### src/rtl/rce_pkg.sv
package rce_pkg;

    localparam int EV_W = 8;

    // Window of event codes for which the channel filter is honoured
    localparam logic [EV_W-1:0] FILT_LO = 8'h47;
    localparam logic [EV_W-1:0] FILT_HI = 8'h59;

    typedef enum logic [1:0] {
        CH_ANY   = 2'b00,
        CH_EXT_A = 2'b01,
        CH_NORM  = 2'b10,
        CH_EXT   = 2'b11
    } chan_mode_e;

    typedef struct packed {
        logic            valid;
        logic [EV_W-1:0] code;
        logic            ext;
    } ev_t;

    function automatic logic code_filtered(input logic [EV_W-1:0] c);
        return (c >= FILT_LO) && (c <= FILT_HI);
    endfunction

    function automatic logic chan_ok(input chan_mode_e m, input logic ext);
        logic ok;
        case (m)
            CH_ANY:          ok = 1'b1;
            CH_NORM:         ok = ~ext;
            CH_EXT, CH_EXT_A: ok = ext;
            default:         ok = 1'b1;
        endcase
        return ok;
    endfunction

endpackage

### src/rtl/rce_qualify.sv
module rce_qualify
    import rce_pkg::*;
(
    input  ev_t             ev,
    input  logic [EV_W-1:0] sel_code,
    input  chan_mode_e      mode,
    output logic            hit
);
    logic code_eq;
    logic in_win;
    logic chan_pass;

    always_comb begin
        code_eq   = ev.valid && (ev.code == sel_code);
        in_win    = code_filtered(ev.code);
        // Outside the window the channel is not looked at
        chan_pass = in_win ? chan_ok(mode, ev.ext) : 1'b1;
        hit       = code_eq && chan_pass;
    end
endmodule

### src/rtl/rce_counter.sv
module rce_counter #(
    parameter int CNT_W = 48
) (
    input  logic             clk,
    input  logic             rst,
    input  logic             clr,
    input  logic             en,
    input  logic             inc,
    output logic [CNT_W-1:0] value,
    output logic             wrapped
);
    logic at_max;

    always_comb at_max = &value;

    always_ff @(posedge clk) begin
        if (rst || clr) begin
            value   <= '0;
            wrapped <= 1'b0;
        end else if (en && inc) begin
            value <= value + 1'b1;
            if (at_max) begin
                wrapped <= 1'b1;
            end
        end
    end
endmodule

### src/rtl/ring_chan_evcnt.sv
module ring_chan_evcnt
    import rce_pkg::*;
#(
    parameter int CNT_W = 48
) (
    input  logic             clk,
    input  logic             rst,
    input  logic             ev_valid,
    input  logic [7:0]       ev_code,
    input  logic             ev_ext,
    input  logic [7:0]       cfg_code,
    input  logic [1:0]       cfg_chan,
    input  logic             cnt_en,
    input  logic             cnt_clr,
    output logic [CNT_W-1:0] count,
    output logic             overflow
);
    ev_t        ev_in;
    chan_mode_e mode;
    logic       hit;

    always_comb begin
        ev_in.valid = ev_valid;
        ev_in.code  = ev_code;
        ev_in.ext   = ev_ext;
        mode        = chan_mode_e'(cfg_chan);
    end

    rce_qualify u_qual (
        .ev       (ev_in),
        .sel_code (cfg_code),
        .mode     (mode),
        .hit      (hit)
    );

    rce_counter #(.CNT_W(CNT_W)) u_cnt (
        .clk     (clk),
        .rst     (rst),
        .clr     (cnt_clr),
        .en      (cnt_en),
        .inc     (hit),
        .value   (count),
        .wrapped (overflow)
    );
endmodule

### config.mk
export PLATFORM = sky130hd
export DESIGN_NAME = ring_chan_evcnt
export DESIGN_NICKNAME = d
export VERILOG_FILES = /design/src/rtl/rce_pkg.sv /design/src/rtl/rce_qualify.sv /design/src/rtl/rce_counter.sv /design/src/rtl/ring_chan_evcnt.sv
export SDC_FILE = /design/constraint.sdc
export NUM_CORES = 1
export LEC_CHECK = 0
export ABC_AREA = 1
export CORE_MARGIN = 3
export CORE_UTILIZATION = 56
export CTS_CLUSTER_SIZE = 14
export DETAILED_ROUTE_END_ITERATION = 16
export PLACE_DENSITY = 0.86
export SLEW_MARGIN = 20
export SYNTH_ARGS = -nofsm -noshare
export SYNTH_HDL_FRONTEND = slang
export SYNTH_SLANG_ARGS = --single-unit
### constraint.sdc
create_clock -name clk -period 5.15 [get_ports clk]
set_clock_uncertainty 0.2 [all_clocks]
set_input_delay 1.545 -clock clk [delete_from_list [all_inputs] [get_ports clk]]
set_output_delay 1.545 -clock clk [all_outputs]
set_load 0.02 [all_outputs]
# Word-level counts from Yosys, hierarchy flattened
# Cells that the tools add are included.
[totals]
regBits = 49
[op_classes]
n_eq_ne = 4
n_lt_le_gt_ge = 2
bitwise = 1
muxes = 2
n_addsub = 1
reduce_logical = 8
[op_table]
columns = ["op", "count"]
rows = [
  ["49-bit AND reduction", 1],
  ["48-bit by 1-bit adder with 48-bit output, second input constant", 1],
  ["8-bit equality test", 1],
  ["8-bit by 7-bit greater-or-equal comparator with 1-bit output, second input constant", 1],
  ["8-bit by 7-bit less-or-equal comparator with 1-bit output, second input constant", 1],
  ["2-bit equality test, second input constant", 2],
  ["1-bit logical AND", 4],
  ["1-bit one-hot mux with 3 select lines", 1],
  ["2-bit by 1-bit equality test with 1-bit output, second input constant", 1],
  ["2-bit logical NOT", 1],
  ["2-bit OR reduction", 1],
  ["1-bit logical OR", 1],
  ["1-bit 2-to-1 mux", 1],
  ["1-bit NOT", 1],
]

# Longest topological paths before layout
# Gate-level depths: netlist of the first run.
[logic_depth]
ltp_word = 7
ltp_mapped = 13
depth_no_buf = 12

# Modules after synthesis
# From an unflattened synthesis of the first run, not the netlist that was laid out.
[hier_totals]
cells_unflattened = 493
hier_area_um2 = 3004.1
[by_module_without_submodules]
columns = ["module", "seq_area_each_um2", "area_per_inst_um2", "n_inst", "cells_per_inst"]
rows = [
  ["rce_counter", 980.9, 2785.2, 1, 440],
  ["rce_qualify", 0.0, 219.0, 1, 53],
]

# Worst setup path before layout of the first run
# OpenSTA, ideal clock, no wires.
[synth_timing]
kind = "input to register"
from = "input ev_code[5]"
to = "register u_cnt.value[11]"
setup_time_ns = 0.128
cell_stages = 13
arrival_ns = 2.520
path_slack_ns = 2.302
n_path_buf = 2
path_cell_list = "inv_1 nand2_1 nand2_1 inv_2 nand2_1 nor2_2 nand2_2 nor2_8 buf_8 buf_6 nand4_1 nand2_1 nor2_1"
[synth_via]
elab_chain_len = 5
word_cells_on_any_way = 8
[synth_lines]
columns = ["element", "line_no", "rtl"]
rows = [
  ["start, declared", "ring_chan_evcnt.sv:9", "input logic [7:0] ev_code,"],
  ["8-bit by 7-bit greater-or-equal comparator with 1-bit output or 8-bit by 7-bit less-or-equal comparator with 1-bit output (tied branches)", "rce_pkg.sv:23", "return (c >= FILT_LO) && (c <= FILT_HI);"],
  ["1-bit logical AND", "rce_pkg.sv:23", ""],
  ["1-bit 2-to-1 mux", "rce_qualify.sv:17", "chan_pass = in_win ? chan_ok(mode, ev.ext) : 1'b1;"],
  ["1-bit logical AND *", "rce_qualify.sv:18", "hit = code_eq && chan_pass;"],
  ["1-bit logical AND *", "rce_counter.sv:20", "end else if (en && inc) begin"],
  ["end signal, assigned", "rce_counter.sv:21", "value <= value + 1'b1;"],
  ["end, declared", "rce_counter.sv:9", "output logic [CNT_W-1:0] value,"],
]
# Every way passes the cells marked *; elsewhere a longest branch is shown, timed or not.
# A chain may end at the register's enable or synchronous reset.

# Worst setup path in the final report of the first run
[layout_timing]
from = "input ev_code[7]"
to = "register u_cnt.value[47]"
# Same word-level chain as after synthesis.

==> results of run 1 <==
[power groups by stage]
stage | sequential [mW] | clock [mW] | combinational, mW
5_1_grt | 0.379 | 0.249 | 0.0654
6_report | 0.379 | 0.231 | 0.0585
3_5_place_dp | 0.387 | 0 | 0.0582
4_1_cts | 0.379 | 0.232 | 0.0584
3_3_place_gp | 0.387 | 0 | 0.0564
2_1_floorplan | 0.387 | 0 | 0.0308
[cell usage after synthesis (all sizes together)]
| cell | instances |
|---|---|
| a21boi | 1 |
| a21oi | 4 |
| and2 | 1 |
| buf | 8 |
| clkbuf | 5 |
| clkinv | 1 |
| dfxtp | 49 |
| ha | 1 |
| inv | 108 |
| nand2 | 187 |
| nand3 | 60 |
| nand3b | 2 |
| nand4 | 26 |
| nor2 | 114 |
| nor3 | 26 |
| nor4 | 1 |
| o21ai | 9 |
| o21bai | 8 |
| xor2 | 2 |
[per-layer routing]
metal  up-vias  global-route usage [%]  routed length, µm
met5         -                       0                  0
met4         0                    11.5                266
met3        33                    4.66                732
met2       191                    48.9               4890
met1      1832                    37.4               4410
li1       2041                       -                  -
[tightest hold or removal path: stages, from the launching register on]
cell     delay (ns)
dfxtp_1        0.32
inv_1          0.05
a21oi_1        0.06
[state kept, by name (all words and copies together) (netlist names)]
name / cells
u_cnt.wrapped: 1
u_cnt.value: 48
[logic make-up (layout without fill, tap and decap cells)]
logic type	count (synthesis)	count (layout)
simple gates	417	417
buf+inv	122	190
flops	49	49
compound gates	22	22
xor+xnor	2	2
fa+ha+maj	1	1
[layout make-up]
type                            count  area, µm²  share of cell area, %
Inverter                          109        409                   9.49
Clock inverter                      1       7.51                  0.174
Tap cell                           75       93.8                   2.18
Clock buffer                        7       76.3                   1.77
Multi-Input combinational cell    442       2010                   46.7
Sequential cell                    49        981                   22.8
Timing Repair Buffer               73        728                   16.9
[stage by stage]
stage	setup slack [ns]	instances	area, µm²	hold WS [ns]
final	1.48	756	4310	0.279
after global routing	1.24	756	4310	0.321
after CTS	1.49	756	4310	0.272
after detailed placement	1.16	748	4230	0.259
after global placement	1.25	748	4230	0.243
after floorplan	2.30	613	3500	0.326
[worst paths after layout]
path	from	endpoint	slack [ns]
worst min register to register	u_cnt.wrapped	u_cnt.wrapped	0.28
worst max register to register	u_cnt.value[0]	u_cnt.value[40]	2.93
worst max-delay path	ev_code[7]	u_cnt.value[47]	1.48
worst min-delay path	u_cnt.wrapped	u_cnt.wrapped	0.28
==> flow_summary_export.csv, run 1 <==
group,metric,value,unit
route,wl_per_cell,13.6,µm
worst_hold_path,holdCritPathClass,"reg -> reg",
global_route,grt_pass1_wl,17400,µm
yosys,postSynthCellCount,613,
sta,finalHoldViolCount,0,
sta,rsz0062_at_grt,"false",
clock_tree,numCtsBuffers,5,
yosys,muxShareOfSynthArea,0,%
clock_tree,cts_tree,"yes",
global_route,grt_max_degree,69,
power,peakVddDrop,0.111,mV
route,vias,4097,
sta,final.period_utilization,71.3,%
yosys,ys_seq_elements,49,
yosys,synth_area_leader_cell,"dfxtp_1",
die,start_util,58.4,%
power,pwr-share-comb,8.8,%
die,die_h,85.1,µm
route,viasPerCell,5.42,
yosys,synth_top_family_by_area,"simple AND/OR/NAND/NOR gates",
sta,worst_pin_slew,1.09,ns
critical_path,endpoint_kind,"flop",
yosys,yosys.area_share.simple,52.9,%
power,pwr-share-clk,34.6,%
critical_path,cp_common_cell,"nand2_1",
final_layout,fillers,560,
yosys,synth_compound_area_share,3.79,%
route,finalWirelength,10300,µm
critical_path,critical_path_cell_count,12,
clock_tree,postCtsSetupRepairBufs,0,
placed_design,place_hpwl,7960,µm
die,fp.dieW,85.1,µm
power,switching_share,24.8,%
worst_hold_path,min_path_cells,2,
power,p_int,0.502,mW
yosys,ys_warn_count,0,
final_layout,antenna_cells,0,
yosys,synth_area,3500,µm²
route,drt_iter0_drc,294,
clock_tree,post_cts_resized,0,
global_route,grt_overflow,0,
die,ios,73,
yosys,synth_top_area_share,28.0,%
critical_path,crit_arrival,3.64,ns
placed_design,gp_congestion,0.912,
yosys,synth_area_per_cell,5.71,µm²
run,drv_cap,0,
yosys,synth_nets,638,
critical_path,cp_data_required_time,5.12,ns
route,route.antenna.remaining_nets,0,
final_layout,final_cell_mix,"183 x nand2_1, 105 x nor2_1, 102 x inv_1",
yosys,synth-xor-area-share,0.501,%
final_layout,drive_above_1_share,4.70,%
sta,finalSetupViolations,0,
global_route,grt_pass1_vias,3910,
critical_path,slowest_delay,0.66,ns
power,leakage,1.72,nW
critical_path,cp_top_family,"simple AND/OR/NAND/NOR gates",
power,power_per_cell_area,155,nW/µm²
yosys,ys_types,31,
final_layout,final_common_cell,"nand2_1",
clock_tree,clk_path_buf_depth,2,
sta,setup_tns,0,ns
clock_tree,path_clk_slew,0.10,ns
placed_design,io_buffers,72,
critical_path,slowest_stage,"nor2_8",
die,die_area,7230,µm²
yosys,synth_area_leaders,"dfxtp_1 28%, nand2_1 20%, nor2_1 11%, inv_1 11%, nand3_1 8.4%",
global_route,grt_usage,29.2,%
critical_path,critical_path_buf_inv_count,3,
final_layout,nNetsFinal,705,
critical_path,path_max_fanout,68,
power,pwr-share-seq,56.7,%
sta,clock.fmax,272,MHz
route,first_pass_iters,5,
clock_tree,cts_root_buffer,"clkbuf_8",
critical_path,critPathLaunchType,"input pin",
sta,min_period,3.67,ns
sta,maxSlewViolCount,0,
final_layout,fin_util,71.9,%
power,power,0.668,mW
critical_path,path_cells,"clkdlybuf4s50_1, inv_2, nand2_1, nand2_1, inv_2, nand2_1, nor2_2, nand2_2, nor2_8, nand4_1, nand2_1, nor2_1",
die,coreArea,5990,µm²
route,drc,0,
clock_tree,cts_sinks,49,
final_layout,area_growth,23.1,%
die,num_rows,28,
sta,relSlewSlack,27.5,%
power,p_switching,0.166,mW
clock_tree,cts-htree-levels,2,
critical_path,r2r_cells,11,
global_route,antenna_found_initial,0,
clock_tree,clk_latency,0.31,ns
yosys,seq_area_frac_synth,28.0,%
clock_tree,postCtsHoldBufs,0,
run_status,status,"finished, final reports clean",
critical_path,critical_path_class,"in -> reg",
yosys,synthAdderAreaFrac,0.358,%
Power figures use the tool's default switching activity.
==> run 2, diff against run 1 <==
Settings changed: CORE_UTILIZATION 56 to 52, PLACE_DENSITY 0.86 to 0.81.
Clock period 5.15 ns to 3.6 ns, I/O delays scaled along.
==> flow_summary_export.csv, run 2 (synthesized netlist as in run 1, its figures left out) <==
group,metric,value,unit
sta,timing.hold.ws,0.263,ns
final_layout,nNetsFinal,707,
critical_path,endpoint_kind,"flop",
final_layout,largest_register_ffs,48,
placed_design,place_hpwl,7710,µm
power,peakVddDrop,0.150,mV
global_route,grt_pass1_vias,3490,
global_route,grt_pass1_wl,16500,µm
sta,final.period_utilization,79.4,%
critical_path,cp_top_family,"simple AND/OR/NAND/NOR gates",
critical_path,r2r_start,"u_cnt.value[0]",
critical_path,crit_arrival,2.87,ns
final_layout,top_regs,"u_cnt.value (48), u_cnt.wrapped (1)",
route,drc,0,
sta,rsz0062_at_grt,"false",
clock_tree,path_clk_slew,0.10,ns
final_layout,area_growth,24.0,%
sta,relSlewSlack,63.9,%
global_route,grt_max_degree,69,
route,first_pass_iters,7,
critical_path,critical_path_buf_inv_count,2,
placed_design,pre_cts_slack,0.438,ns
critical_path,critPathLaunch,"ev_code[3]",
critical_path,slowest_stage,"clkdlybuf4s50_1",
die,ios,73,
die,die_h,88.0,µm
sta,min_period,2.86,ns
clock_tree,cts_tree,"yes",
clock_tree,clk_latency,0.31,ns
critical_path,path_max_fanout,68,
die,num_rows,29,
final_layout,final_cell_mix,"183 x nand2_1, 105 x nor2_1, 102 x inv_1",
final_layout,final_common_cell,"nand2_1",
sta,worst_pin_slew,0.537,ns
final_layout,regMostFlops,"u_cnt.value",
route,vias,4032,
critical_path,path_cells,"clkdlybuf4s50_1, nand2_1, nor2_1, nor2_1, nand3_1, nand2_2, nor2_8, buf_12, nand2_1, o21ai_1, nor2_1",
clock_tree,clk_path_buf_depth,2,
sta,finalHoldViolCount,0,
placed_design,io_buffers,72,
power,leakage,1.74,nW
route,route.antenna.remaining_nets,0,
sta,finalSetupViolations,0,
critical_path,critPathLaunchType,"input pin",
placed_design,gp_congestion,0.909,
final_layout,drive_above_1_share,5.12,%
sta,clock.fmax,350,MHz
clock_tree,postCtsSetupRepairBufs,0,
route,drt_iter0_drc,267,
clock_tree,cts_root_buffer,"clkbuf_8",
sta,setup_tns,0,ns
global_route,grt_overflow,0,
final_layout,antenna_cells,0,
worst_hold_path,holdCritPathClass,"reg -> reg",
clock_tree,numCtsBuffers,5,
global_route,antenna_found_initial,0,
power,power_per_cell_area,221,nW/µm²
route,viasPerCell,5.31,
critical_path,cp_data_required_time,3.61,ns
sta,maxSlewViolCount,0,
clock_tree,cts_sinks,49,
clock_tree,postCtsHoldBufs,0,
run,drv_cap,0,
critical_path,critical_path_class,"in -> reg",
route,wl_per_cell,13.2,µm
die,start_util,54.5,%
critical_path,slowest_delay,0.53,ns
global_route,grt_usage,26.7,%
die,coreArea,6420,µm²
run_status,status,"finished, final reports clean",
route,finalWirelength,10000,µm
clock_tree,post_cts_resized,0,
sta,fin_ws,0.740,ns
critical_path,cp_common_cell,"nor2_1",
worst_hold_path,worstHoldStart,"u_cnt.wrapped",
clock_tree,cts-htree-levels,2,
die,fp.dieW,88.0,µm
die,die_area,7750,µm²
[run 2: cell count changes in the layout (fill, tap and decap cells not counted)]
cell        previous run  this run
buf_12                 0         1
clkinvlp_4             1         0
clkbuf_1               2         1
buf_4                  1         2
clkinv_2               0         2
[run 2: worst paths after layout]
| path | end | slack (ns) | cells past startpoint |
|---|---|---|---|
| setup / recovery | u_cnt.value[12] | 0.74 | 11 |
| hold / removal | u_cnt.wrapped | 0.26 | 2 |
| setup reg to reg | u_cnt.value[34] | 1.46 | 9 |
| hold reg to reg | u_cnt.wrapped | 0.26 | 2 |
[run 2: report_power, final]
part / switching, mW / internal (mW)
Sequential: 0.0000350 / 0.542
Combinational: 0.0456 / 0.0394
Clock: 0.198 / 0.135
[run 2: layer usage]
metal	wire (µm)	part of all wire, %	vias to the layer above	track usage, %
met2	4510	45	163	42.9
li1	-	-	2047	-
met4	165	1.6	0	7.69
met1	4570	46	1807	37.1
met3	757	7.6	15	4.14
met5	0	0	-	0
[run 2: through the flow]
step / area, µm² / instances / total power, mW / utilization (%)
3_5_place_dp: 4260 / 752 / 0.639 / 66.3
2_1_floorplan: 3500 / 613 / 0.598 / -
3_3_place_gp: 4260 / 752 / 0.637 / 66.3
6_report: 4340 / 760 / 0.960 / 67.5
5_1_grt: 4340 / 760 / 0.992 / 67.5
4_1_cts: 4340 / 760 / 0.962 / 67.5
[run 2: worst min-delay path: cells and delay by family, from the launching register on]
family                 cells  cell delay, ns
AO/OA/AOI/OAI              1            0.06
buffers and inverters      1            0.05
flip-flops                 1            0.32
[run 2: final cells by class]
cell class | instances | area (µm²)
inverter | 109 | 409
multi-input combinational | 442 | 2010
fill | 623 | 2080
sequential | 49 | 981
timing repair buffer | 75 | 756
clock buffer | 6 | 72.6
tap | 77 | 96.3
clock inverter | 2 | 10.0
